$ cat src/rtl/lmap_pkg.sv
package lmap_pkg;

  typedef enum logic [1:0] {
    ATTR_FWD0 = 2'd0,
    ATTR_RDONLY = 2'd1,
    ATTR_FWD2 = 2'd2,
    ATTR_RDWR = 2'd3
  } attr_e;

  typedef struct packed {
    logic dram;
    logic pci;
    logic blk;
  } route_t;

  localparam int unsigned CFG_AW = 8;
  localparam int unsigned CFG_LANES = 4;
  localparam int unsigned MEM_AW = 20;
  localparam int unsigned NUM_ATTR_REGS = 7;
  localparam int unsigned NUM_SEGS = 12;
  localparam logic [CFG_AW-1:0] ATTR_BASE = 8'h59;
  localparam logic [CFG_AW-1:0] SMC_ADDR = 8'h72;
  localparam logic [7:0] SMC_RESET = 8'h02;
  localparam int unsigned SMC_QUAL_BIT = 3;
  localparam int unsigned SMC_OPEN_BIT = 6;

endpackage

$ cat src/rtl/lmap_cfg_regs.sv
module lmap_cfg_regs
  import lmap_pkg::*;
#(
  parameter int unsigned AW = CFG_AW,
  parameter int unsigned LANES = CFG_LANES,
  parameter int unsigned NREG = NUM_ATTR_REGS
) (
  input  logic                  clk,
  input  logic                  rst_n,
  input  logic                  wr_en,
  input  logic [AW-1:0]         addr,
  input  logic [LANES*8-1:0]    wdata,
  input  logic [LANES-1:0]      be,
  output logic [NREG-1:0][7:0]  attr_q,
  output logic [7:0]            smc_q,
  output logic [LANES*8-1:0]    rdata
);
  localparam int unsigned LW = $clog2(LANES);

  logic [AW-LW-1:0] dw_idx;
  assign dw_idx = addr[AW-1:LW];

  for (genvar j = 0; j < NREG; j++) begin : g_attr
    localparam logic [AW-1:0] BA = ATTR_BASE + AW'(j);
    logic hit;
    assign hit = wr_en && (dw_idx == BA[AW-1:LW]) && be[BA[LW-1:0]];
    always_ff @(posedge clk) begin
      if (!rst_n) attr_q[j] <= 8'h00;
      else if (hit) attr_q[j] <= wdata[BA[LW-1:0]*8 +: 8];
    end
  end

  logic smc_hit;
  assign smc_hit = wr_en && (dw_idx == SMC_ADDR[AW-1:LW]) && be[SMC_ADDR[LW-1:0]];

  always_ff @(posedge clk) begin
    if (!rst_n) smc_q <= SMC_RESET;
    else if (smc_hit) smc_q <= wdata[SMC_ADDR[LW-1:0]*8 +: 8];
  end

  always_comb begin
    rdata = '0;
    for (int n = 0; n < LANES; n++) begin
      for (int j = 0; j < NREG; j++) begin
        if ({dw_idx, LW'(n)} == ATTR_BASE + AW'(j)) rdata[n*8 +: 8] = attr_q[j];
      end
      if ({dw_idx, LW'(n)} == SMC_ADDR) rdata[n*8 +: 8] = smc_q;
    end
  end

endmodule

$ cat src/rtl/lmap_seg_lookup.sv
module lmap_seg_lookup
  import lmap_pkg::*;
#(
  parameter int unsigned AW = MEM_AW,
  parameter int unsigned NREG = NUM_ATTR_REGS,
  parameter int unsigned NSEG = NUM_SEGS,
  parameter int unsigned SEG_LOG2 = 14
) (
  input  logic [AW-1:0]         addr,
  input  logic [NREG-1:0][7:0]  attr_q,
  output logic                  in_smram,
  output logic                  in_shadow,
  output attr_e                 attr
);
  localparam int unsigned IW = AW - 2 - SEG_LOG2;

  logic in_top;
  logic [IW-1:0] seg_idx;
  logic [NSEG-1:0][1:0] seg_attr;

  assign in_smram = (addr[AW-1:AW-3] == 3'b101);
  assign in_top = (addr[AW-1:AW-4] == 4'hF);
  assign in_shadow = (addr[AW-1:AW-2] == 2'b11);
  assign seg_idx = addr[AW-3:SEG_LOG2];

  for (genvar k = 0; k < NSEG; k++) begin : g_seg
    assign seg_attr[k] = attr_q[1 + k/2][(k%2)*4 +: 2];
  end

  always_comb begin
    attr = ATTR_FWD0;
    if (in_top) begin
      attr = attr_e'(attr_q[0][5:4]);
    end else begin
      for (int k = 0; k < NSEG; k++) begin
        if (seg_idx == IW'(k)) attr = attr_e'(seg_attr[k]);
      end
    end
  end

endmodule

$ cat src/rtl/lmap_route.sv
module lmap_route
  import lmap_pkg::*;
(
  input  logic       in_smram,
  input  logic       in_shadow,
  input  attr_e      attr,
  input  logic       smm_active,
  input  logic [7:0] smc_q,
  input  logic       mem_write,
  output route_t     route
);
  logic smram_open;
  assign smram_open = (smm_active && smc_q[SMC_QUAL_BIT]) || smc_q[SMC_OPEN_BIT];

  always_comb begin
    route = '0;
    if (in_smram) begin
      route.dram = smram_open;
      route.pci = !smram_open;
    end else if (in_shadow) begin
      unique case (attr)
        ATTR_RDWR: route.dram = 1'b1;
        ATTR_RDONLY: begin
          route.dram = !mem_write;
          route.blk = mem_write;
        end
        default: route.pci = 1'b1;
      endcase
    end
  end

endmodule

$ cat src/rtl/legacy_map_decoder.sv
module legacy_map_decoder
  import lmap_pkg::*;
(
  input  logic        clk,
  input  logic        rst_n,
  input  logic        cfg_valid,
  output logic        cfg_ready,
  input  logic        cfg_we,
  input  logic [7:0]  cfg_addr,
  input  logic [31:0] cfg_wdata,
  input  logic [3:0]  cfg_be,
  output logic [31:0] cfg_rdata,
  input  logic        smm_active,
  input  logic [19:0] mem_addr,
  input  logic        mem_write,
  output logic        dram_sel,
  output logic        pci_sel,
  output logic        wr_blocked
);
  logic [NUM_ATTR_REGS-1:0][7:0] attr_q;
  logic [7:0] smc_q;
  logic in_smram, in_shadow;
  attr_e attr;
  route_t route;

  assign cfg_ready = 1'b1;

  lmap_cfg_regs u_regs (
    .clk    (clk),
    .rst_n  (rst_n),
    .wr_en  (cfg_valid && cfg_we),
    .addr   (cfg_addr),
    .wdata  (cfg_wdata),
    .be     (cfg_be),
    .attr_q (attr_q),
    .smc_q  (smc_q),
    .rdata  (cfg_rdata)
  );

  lmap_seg_lookup u_seg (
    .addr      (mem_addr),
    .attr_q    (attr_q),
    .in_smram  (in_smram),
    .in_shadow (in_shadow),
    .attr      (attr)
  );

  lmap_route u_route (
    .in_smram   (in_smram),
    .in_shadow  (in_shadow),
    .attr       (attr),
    .smm_active (smm_active),
    .smc_q      (smc_q),
    .mem_write  (mem_write),
    .route      (route)
  );

  assign dram_sel = route.dram;
  assign pci_sel = route.pci;
  assign wr_blocked = route.blk;

endmodule

$ cat config.mk
export PLATFORM = sky130hd
export DESIGN_NAME = legacy_map_decoder
export DESIGN_NICKNAME = d
export VERILOG_FILES = /design/src/rtl/lmap_pkg.sv /design/src/rtl/lmap_cfg_regs.sv /design/src/rtl/lmap_seg_lookup.sv /design/src/rtl/lmap_route.sv /design/src/rtl/legacy_map_decoder.sv
export SDC_FILE = /design/constraint.sdc
export NUM_CORES = 1
export LEC_CHECK = 0
export BUFFER_PORTS_ARGS = -buffer_cell sky130_fd_sc_hd__buf_2
export CAP_MARGIN = 5
export CORE_ASPECT_RATIO = 1.75
export CORE_MARGIN = 1.5
export CORE_UTILIZATION = 51
export DETAILED_ROUTE_END_ITERATION = 6
export PLACE_DENSITY = 0.8
export SYNTH_ARGS = -nofsm -noshare
export SYNTH_HDL_FRONTEND = slang
export SYNTH_SLANG_ARGS = --single-unit
$ cat constraint.sdc
create_clock -name clk -period 1.61 [get_ports clk]
set_input_delay 0.0805 -clock clk [delete_from_list [all_inputs] [get_ports clk]]
set_output_delay 0.0805 -clock clk [all_outputs]
set_load 0.02 [all_outputs]
Word-level counts from Yosys, hierarchy flattened
Index checks and enable logic that the tools add are counted.

cells by class
  equality and inequality tests = 19
  muxes and demuxes = 27
  reductions and logical operators = 18

operators with widths
  operator                                        number
  2-to-1 mux 8 bit                                8
  2-to-1 mux 2 bit                                14
  == test 4 bit (second input constant)           5
  == test 6 x 5 -> 1 bit (second input constant)  3
  == test 4 x 3 -> 1 bit (second input constant)  4
  logical AND 1 bit                               13
  == test 4 x 2 -> 1 bit (second input constant)  2
  == test 2 bit (second input constant)           2
  == test 4 x 1 -> 1 bit (second input constant)  1
  logical NOT 4 bit                               1
  == test 3 bit (second input constant)           1
  2-to-1 mux 1 bit                                3
  2-to-1 mux 3 bit                                1
  == test 2 x 1 -> 1 bit (second input constant)  1
  logical NOT 1 bit                               2
  case mux 1 bit (2 select lines)                 1
  OR reduction 2 bit                              1
  logical OR 1 bit                                1

storage, ports and cells
  register bits = 64
  bits of input ports = 70
  logic and storage cells = 72

Depth between registers and ports, before layout
Gate-level depths: netlist (run 1).

  depth after elaboration = 19
  gate-level depth with buffers = 8
  gate-level depth less buffers = 6

By module
Synthesis (run 1) repeated with hierarchy kept, for this count alone.

second synthesis, totals
  cell total of the unflattened synthesis = 369
  area, all modules = 3,339.5 um^2

by module, submodules not included
  module              instances  cells each  area an instance (um^2)  seq. area each (um^2)
  lmap_cfg_regs       1          321         2,976.6                  1,281.2
  lmap_seg_lookup     1          37          290.3                    0.0
  lmap_route          1          8           55.1                     0.0
  legacy_map_decoder  1          3           17.5                     0.0

Worst setup path before layout (run 1)
No wires, ideal clock.

  path kind = reg2out
  start = register u_regs.attr_q[16] (netlist bit)
  end = output dram_sel
  arrival = 1,560 ps
  data required time = 1,529 ps
  setup slack = -30 ps
  stages on the path, launching flop included = 6
  path buffers = 0
  cell sequence = dfxtp_1 -> and3b_1 -> a31oi_1 -> a2bb2oi_1 -> o31a_1 -> o32ai_1

on the way
  longest elaborated chain between the ends = 15

ends and longest elaborated chain
  item                                                     RTL line                  source
  start, declared                                          lmap_cfg_regs.sv:14       output logic [NREG-1:0][7:0] attr_q,
  start signal, assigned by index                          lmap_cfg_regs.sv:29       else if (hit) attr_q[j] <= wdata[BA[LW-1:0]*8 +: 8];
  2-to-1 mux 2 bit (*) (10 in a row)                       lmap_seg_lookup.sv:36     if (seg_idx == IW'(k)) attr = attr_e'(seg_attr[k]);
  2-to-1 mux 2 bit (*)                                     lmap_seg_lookup.sv:32     if (in_top) begin
  == test 2 x 1 -> 1 bit or == test 2 bit (tied branches)  lmap_route.sv:21          unique case (attr)
  case mux 1 bit (2 select lines) (*)                      lmap_route.sv:21
  2-to-1 mux 3 bit (*)                                     lmap_route.sv:20          end else if (in_shadow) begin
  2-to-1 mux 2 bit (*)                                     lmap_route.sv:17          if (in_smram) begin
  end, declared                                            legacy_map_decoder.sv:16  output logic dram_sel,

Every way passes the cells marked *; elsewhere a longest branch is shown, timed or not.

Final worst setup path (run 1)
  start = register u_regs.attr_q[52] (netlist bit)
  end = output pci_sel

on the way
  longest elaborated chain between the ends = 7

ends and longest elaborated chain
  item                                                     RTL line                  source
  2-to-1 mux 2 bit (*)                                     lmap_seg_lookup.sv:36
  2-to-1 mux 2 bit (*)                                     lmap_seg_lookup.sv:32
  == test 2 bit or == test 2 x 1 -> 1 bit (tied branches)  lmap_route.sv:21
  OR reduction 2 bit (no source line) (*)                  n/a
  2-to-1 mux 1 bit (*)                                     lmap_route.sv:21
  2-to-1 mux 3 bit (*)                                     lmap_route.sv:20
  2-to-1 mux 2 bit (*)                                     lmap_route.sv:17
  end, declared                                            legacy_map_decoder.sv:17  output logic pci_sel,

Marks and branches as above.

==> run summary, run 1 <==
Netlist cell types: 44
min Tclk post-route: 2.01 ns
failing checks: negative setup slack
number of remaining DRC errors: 0
first-pass GRT wire length: 12600 microns
Max FO, Critical Path: 2
period utilisation layout: 125%
RSZ-0062 raised after global routing: true
crit-path cells: mux4_2, o2bb2ai_2, nand2_1, o31a_1, a22oi_2, nor2b_1, buf_4
post-detail-place hpwl: 5820 microns
Worst-Skew Late Latency: 0.32 ns
Syn. warnings: 0
CTS buffer count: 9
GRT Util Overall: 23.3%
VDD IR-drop max: 0.946 mV
CTS Sinks: 64
Max Fclk: 0.497 GHz
H-tree depth: 3
post-route ant nets: 0
Slew Limit Fails: 0
CP max stage cell: mux4_2
#FFs+latches synth: 64
vias in the first global route: 2734
WP data arrival: 1.93 ns
Die Ht: 109 microns
crit end category: output pin
row count: 38
core area: 0.00618 sq mm
critical path required time: 1.53 ns
Bufs and invs on worst path: 1
worst clock skew: 0 ns
Max-Cap Viols: 0
HP Class: primary input to flip-flop
P_leak: 1.92 nW
IO Pins: 106
number of I/O port buffers: 88
most frequent cells in the layout: 85 x buf_2, 66 x mux2i_1, 66 x nor2b_1
Final #Nets: 508
largest net degree at the start of global routing: 65
CP delay by family, top: multiplexers
Die Wd: 63.5 microns
ys flop type: dfxtp_1
clock slew at reported path FFs: 0.07 ns
Hold Slack: 0.0108 ns
post-synthesis async set-or-reset flop share: 0%
die area: 0.00692 sq mm
filler cell count: 462
Post-Syn Instances: 325
diode count: 0
DR pass1 iterations: 6
Root Buffer: clkbuf_8
most common cell after layout, fill and taps aside: buf_2
Final Hold Vio Count: 0
antenna violations before repair: 0
sequential-to-total area share from yosys stat: 39.2%
Pwr Total: 3.47 mW
GR Overflow Total: 0
post-DR wirelength/cell: 15.3 microns
Max stage delay on crit path: 0.48 ns
CP startpoint kind: flip-flop
Cell Pwr Density: 792 mW/mm^2
Syn-to-layout area delta: 33.9%
setup ws final: -0.403 ns
Vias per Instance: 5.41
GPL Wtd Cong: 0.814
DR vias: 2827
Finish-stage setup viols: 3
Total Wirelength: 7990 microns
Initial Util: 52.9%
status: finished, violations left
Worst Setup Path Type: flip-flop to output pin
Post-Syn Nets: 395
CTS tree: built
number of enable flip-flop cells after synthesis: 0
syn avg cell area: 10.1 sq um
layout cell share with drive strength beyond 1: 37.9%
clock tree buffer depth: 2
First DRT Iteration DRCs: 120
Post-Syn Area: 0.00327 sq mm
## cell type report
type	instances	area, sq um	share of cell area [%]
Clock buffer	12	165	3.77
Clock inverter	4	75.1	1.72
Inverter	10	37.5	0.858
Multi-Input combinational cell	223	1860	42.6
Sequential cell	64	1290	29.5
Tap cell	80	100	2.29
Timing Repair Buffer	130	843	19.3
## routing by layer
layer	share of wire, %	track usage, %	wire length (microns)	vias up
li1	-	-	-	1390
met5	0	0	0	-
met4	1.5	9.16	121	0
met1	40	24.6	3170	1352
met3	3.8	5.26	302	12
met2	55	44.0	4390	73
## cells in the mapped netlist (3+ instances only)
master,n,area share [%]
a222oi_1,8,2.5
and4_1,6,1.6
clkbuf_1,14,1.6
and2_1,8,1.5
a22o_1,16,4.3
o21ai_0,3,0.46
inv_1,10,1.1
buf_2,4,0.61
nor2b_1,66,13
a21oi_1,3,0.46
nand2_1,8,0.92
nand3_1,4,0.61
dfxtp_1,64,39
mux2i_1,66,20
buf_4,7,1.6
## per-stage QoR
step	area (sq um)	utilization (%)	instances	setup WS, ns	setup TNS [ns]
2_1_floorplan	3280	-	325	-0.0130	-0.0130
3_3_place_gp	4050	65.6	503	-0.0525	-0.120
3_5_place_dp	4050	65.6	503	-0.0957	-0.259
4_1_cts	4350	70.3	521	-0.384	-1.05
5_1_grt	4380	70.8	523	-0.469	-1.35
6_report	4380	70.8	523	-0.403	-1.13
## logic make-up after synthesis
family | after synthesis | synth area share (%)
AND/OR/NAND/NOR | 109 | 22.8
multiplexers | 68 | 21.2
flip-flops | 64 | 39.2
AO/OA/AOI/OAI | 45 | 11.3
buffers and inverters | 38 | 5.36
other | 1 | 0.115
## where the power goes
| part | internal (mW) | total (mW) | leakage, nW | switching [mW] |
|---|---|---|---|---|
| registers | 1.58 | 1.59 | 0.519 | 0.00124 |
| clock network | 0.999 | 1.62 | 0.115 | 0.617 |
| logic | 0.136 | 0.265 | 1.28 | 0.129 |
## path summary, 6_finish.rpt
| path | from | cells after the start | slack (ns) | to |
|---|---|---|---|---|
| max | u_regs.attr_q[52] | 7 | -0.40 | pci_sel |
| max reg2reg | u_regs.attr_q[52] | 3 | 0.83 | u_regs.attr_q[52] |
| min reg2reg | u_regs.smc_q[1] | 2 | 0.48 | u_regs.smc_q[1] |
| min | cfg_wdata[2] | 3 | 0.01 | u_regs.attr_q[26] |
## state kept, by name, summed over array words and instances, names as in the netlist
| name | flops |
|---|---|
| u_regs.attr_q | 56 |
| u_regs.smc_q | 8 |
## what timing repair did
action	4_1_cts	5_1_grt
pin swaps	9	2
endpoints found under the hold margin	2	0
setup endpoints to repair	3	6
hold buffers	2	0
buffers inserted	0	2
resized for setup	14	3
## worst min-delay path: stages
cell and delay [ns]:
buf_2 0.08, mux2i_1 0.05, nor2b_1 0.09
Power figures use the tool's default switching activity.
==> run 2: changes to the inputs <==
--- a/config.mk
+++ b/config.mk
@@ -9,9 +9,9 @@
 export CAP_MARGIN = 5
 export CORE_ASPECT_RATIO = 1.75
 export CORE_MARGIN = 1.5
-export CORE_UTILIZATION = 51
+export CORE_UTILIZATION = 55
 export DETAILED_ROUTE_END_ITERATION = 6
-export PLACE_DENSITY = 0.8
+export PLACE_DENSITY = 0.86
 export SYNTH_ARGS = -nofsm -noshare
 export SYNTH_HDL_FRONTEND = slang
 export SYNTH_SLANG_ARGS = --single-unit
==> constraint.sdc (replaced) <==
create_clock -name clk -period 2.53 [get_ports clk]
set_input_delay 0.1265 -clock clk [delete_from_list [all_inputs] [get_ports clk]]
set_output_delay 0.1265 -clock clk [all_outputs]
set_load 0.02 [all_outputs]
==> run summary, run 2 (synthesis results as in run 1) <==
worst-margin pin slew: 0.854 ns
first-pass GRT wire length: 12200 microns (-3.6%)
Crit Reg-Reg Endpoint: u_regs.attr_q[12]
DR vias: 2687 (-5.0%)
Die Wd: 61.3 microns (-3.5%)
CTS Sinks: 64 (unchanged)
number of remaining DRC errors: 0 (unchanged)
clock slew at reported path FFs: 0.07 ns (about the same)
Root Buffer: clkbuf_8
VDD IR-drop max: 0.590 mV (-38%)
flop2flop setup slack: 1.85 ns (+1.02 ns)
Die Ht: 105 microns (-3.6%)
Final #Nets: 471 (-7.3%)
Vias per Instance: 5.55 (+2.7%)
HP Start: cfg_wdata[3]
layout cell share with drive strength beyond 1: 29.3% (-8.6 points)
HP Class: primary input to flip-flop
Max Fclk: 0.471 GHz
setup repair bufs after CTS: 0 (unchanged)
max_slew headroom: 43.0%
First DRT Iteration DRCs: 157 (+31%)
CTS buffer count: 9 (unchanged)
CP startpoint kind: flip-flop
status: finished, final reports clean
core area: 0.00579 sq mm (-6.4%)
largest registers: u_regs.attr_q (56), u_regs.smc_q (8)
Finish-stage setup viols: 0 (-3)
GR Overflow Total: 0 (unchanged)
Total Wirelength: 7510 microns (-6.0%)
antenna violations before repair: 0 (unchanged)
Max-Cap Viols: 0 (unchanged)
Sw Ratio: 23.0% (+1.5 points)
IO Pins: 106 (unchanged)
Int Power: 1.63 mW (-40%)
GRT Util Overall: 25.3% (+2.0 points)
Worst-Skew Late Latency: 0.35 ns (+0.03 ns)
row count: 37 (-2.6%)
Syn-to-layout area delta: 20.6%
post-route ant nets: 0 (unchanged)
DR pass1 iterations: 4 (-2)
Critical R2R Launch: u_regs.attr_q[12]
H-tree depth: 3 (unchanged)
period utilisation layout: 83.8%
Post-Route Setup TNS: 0 ns (+1.13 ns)
P_leak: 1.69 nW (-12%)
R2R depth: 2 (-1)
max FFs per register: 56 (unchanged)
CTS Hold Bufs: 0 (-2)
Slew Limit Fails: 0 (unchanged)
setup ws final: 0.409 ns (+0.812 ns)
Cell Pwr Density: 537 mW/mm^2 (-32%)
vias in the first global route: 2621 (-4.1%)
post-CTS resize count: 0 (-14)
largest net degree at the start of global routing: 65 (unchanged)
critical path required time: 2.40 ns (+0.87 ns)
worst clock skew: 0 ns (unchanged)
pre-CTS setup slack: 0.598 ns (+0.694 ns)
number of I/O port buffers: 88 (unchanged)
post-detail-place hpwl: 5430 microns (-6.7%)
Crit. Startpoint: u_regs.attr_q[21]
most common cell after layout, fill and taps aside: buf_2
Sw Pwr: 0.487 mW (-35%)
diode count: 0 (unchanged)
clock tree buffer depth: 2 (unchanged)
CTS tree: built
crit path to: wr_blocked
RSZ-0062 raised after global routing: false
GPL Wtd Cong: 0.828 (+1.7%)
Final Hold Vio Count: 0 (unchanged)
post-DR wirelength/cell: 15.5 microns (+1.6%)
most frequent cells in the layout: 88 x buf_2, 66 x mux2i_1, 66 x nor2b_1
Logic pwr share: 6.7% (-0.9 points)
die area: 0.00643 sq mm (-7.0%)
min Tclk post-route: 2.12 ns
Initial Util: 56.5% (+3.6 points)
Max FO, Critical Path: 3 (+1)
Seq pwr share: 47.7% (+2.0 points)
WP data arrival: 1.99 ns (+0.06 ns)
Clk pwr share: 45.6% (-1.0 points)
Biggest register: u_regs.attr_q
Worst Setup Path Type: flip-flop to output pin
crit end category: output pin
run 2: cell types whose count changed in the layout (fill, tap and decap cells not counted), sizes merged:
cell and delta:
clkbuf -3, clkinvlp +1, buf -35, dlygate4sd3 -2
clkinv +2
run 2: critical path: stages (launching register included):
cell      delay (ns)
dfxtp_1         0.32
mux2_2          0.27
and3_1          0.17
o21ai_1         0.14
a22oi_1         0.12
a211oi_2        0.25
nor3b_2         0.20
buf_2           0.18
run 2: final cells by class:
type	count	area, sq um
clock inverters	7	96.3
repair buffers	93	478
multi-input cells	223	1830
well taps	78	97.6
flip-flops and latches	64	1280
fillers	470	1850
clock buffers	9	124
inverters	10	37.5
run 2: stage by stage:
stage | total power, mW | area (sq um) | cells | util [%] | hold WS (ns)
2_1_floorplan | 1.11 | 3270 | 325 | - | 0.252
3_3_place_gp | 1.17 | 3720 | 468 | 64.3 | 0.378
3_5_place_dp | 1.17 | 3720 | 468 | 64.3 | 0.393
4_1_cts | 2.12 | 3940 | 484 | 68.1 | 0.0319
5_1_grt | 2.19 | 3940 | 484 | 68.1 | 0.0367
6_report | 2.12 | 3940 | 484 | 68.1 | 0.0403
run 2: routing by layer:
layer | routed length, microns | track usage [%]
met5 | 0 | 0
met4 | 171 | 9.63
met3 | 287 | 6.56
met2 | 4020 | 42.4
met1 | 3030 | 29.4
run 2: worst min-delay path by stage:
stage / cells after the start / slack (ns) / endpoint
2_1_floorplan: 2 / 0.25 / u_regs.smc_q[1]
3_3_place_gp: 3 / 0.38 / u_regs.smc_q[1]
3_5_place_dp: 3 / 0.39 / u_regs.attr_q[27]
4_1_cts: 3 / 0.03 / u_regs.attr_q[27]
5_1_grt: 3 / 0.04 / u_regs.attr_q[29]
6_report: 3 / 0.04 / u_regs.attr_q[27]
run 2: power by group through the flow:
stage	Combinational (mW)	Clock, mW	Sequential, mW
after global placement	0.137	0	1.03
after floorplan	0.0754	0	1.03
after CTS	0.140	0.973	1.01
final	0.141	0.966	1.01
after global routing	0.153	1.02	1.01
after detailed placement	0.140	0	1.03
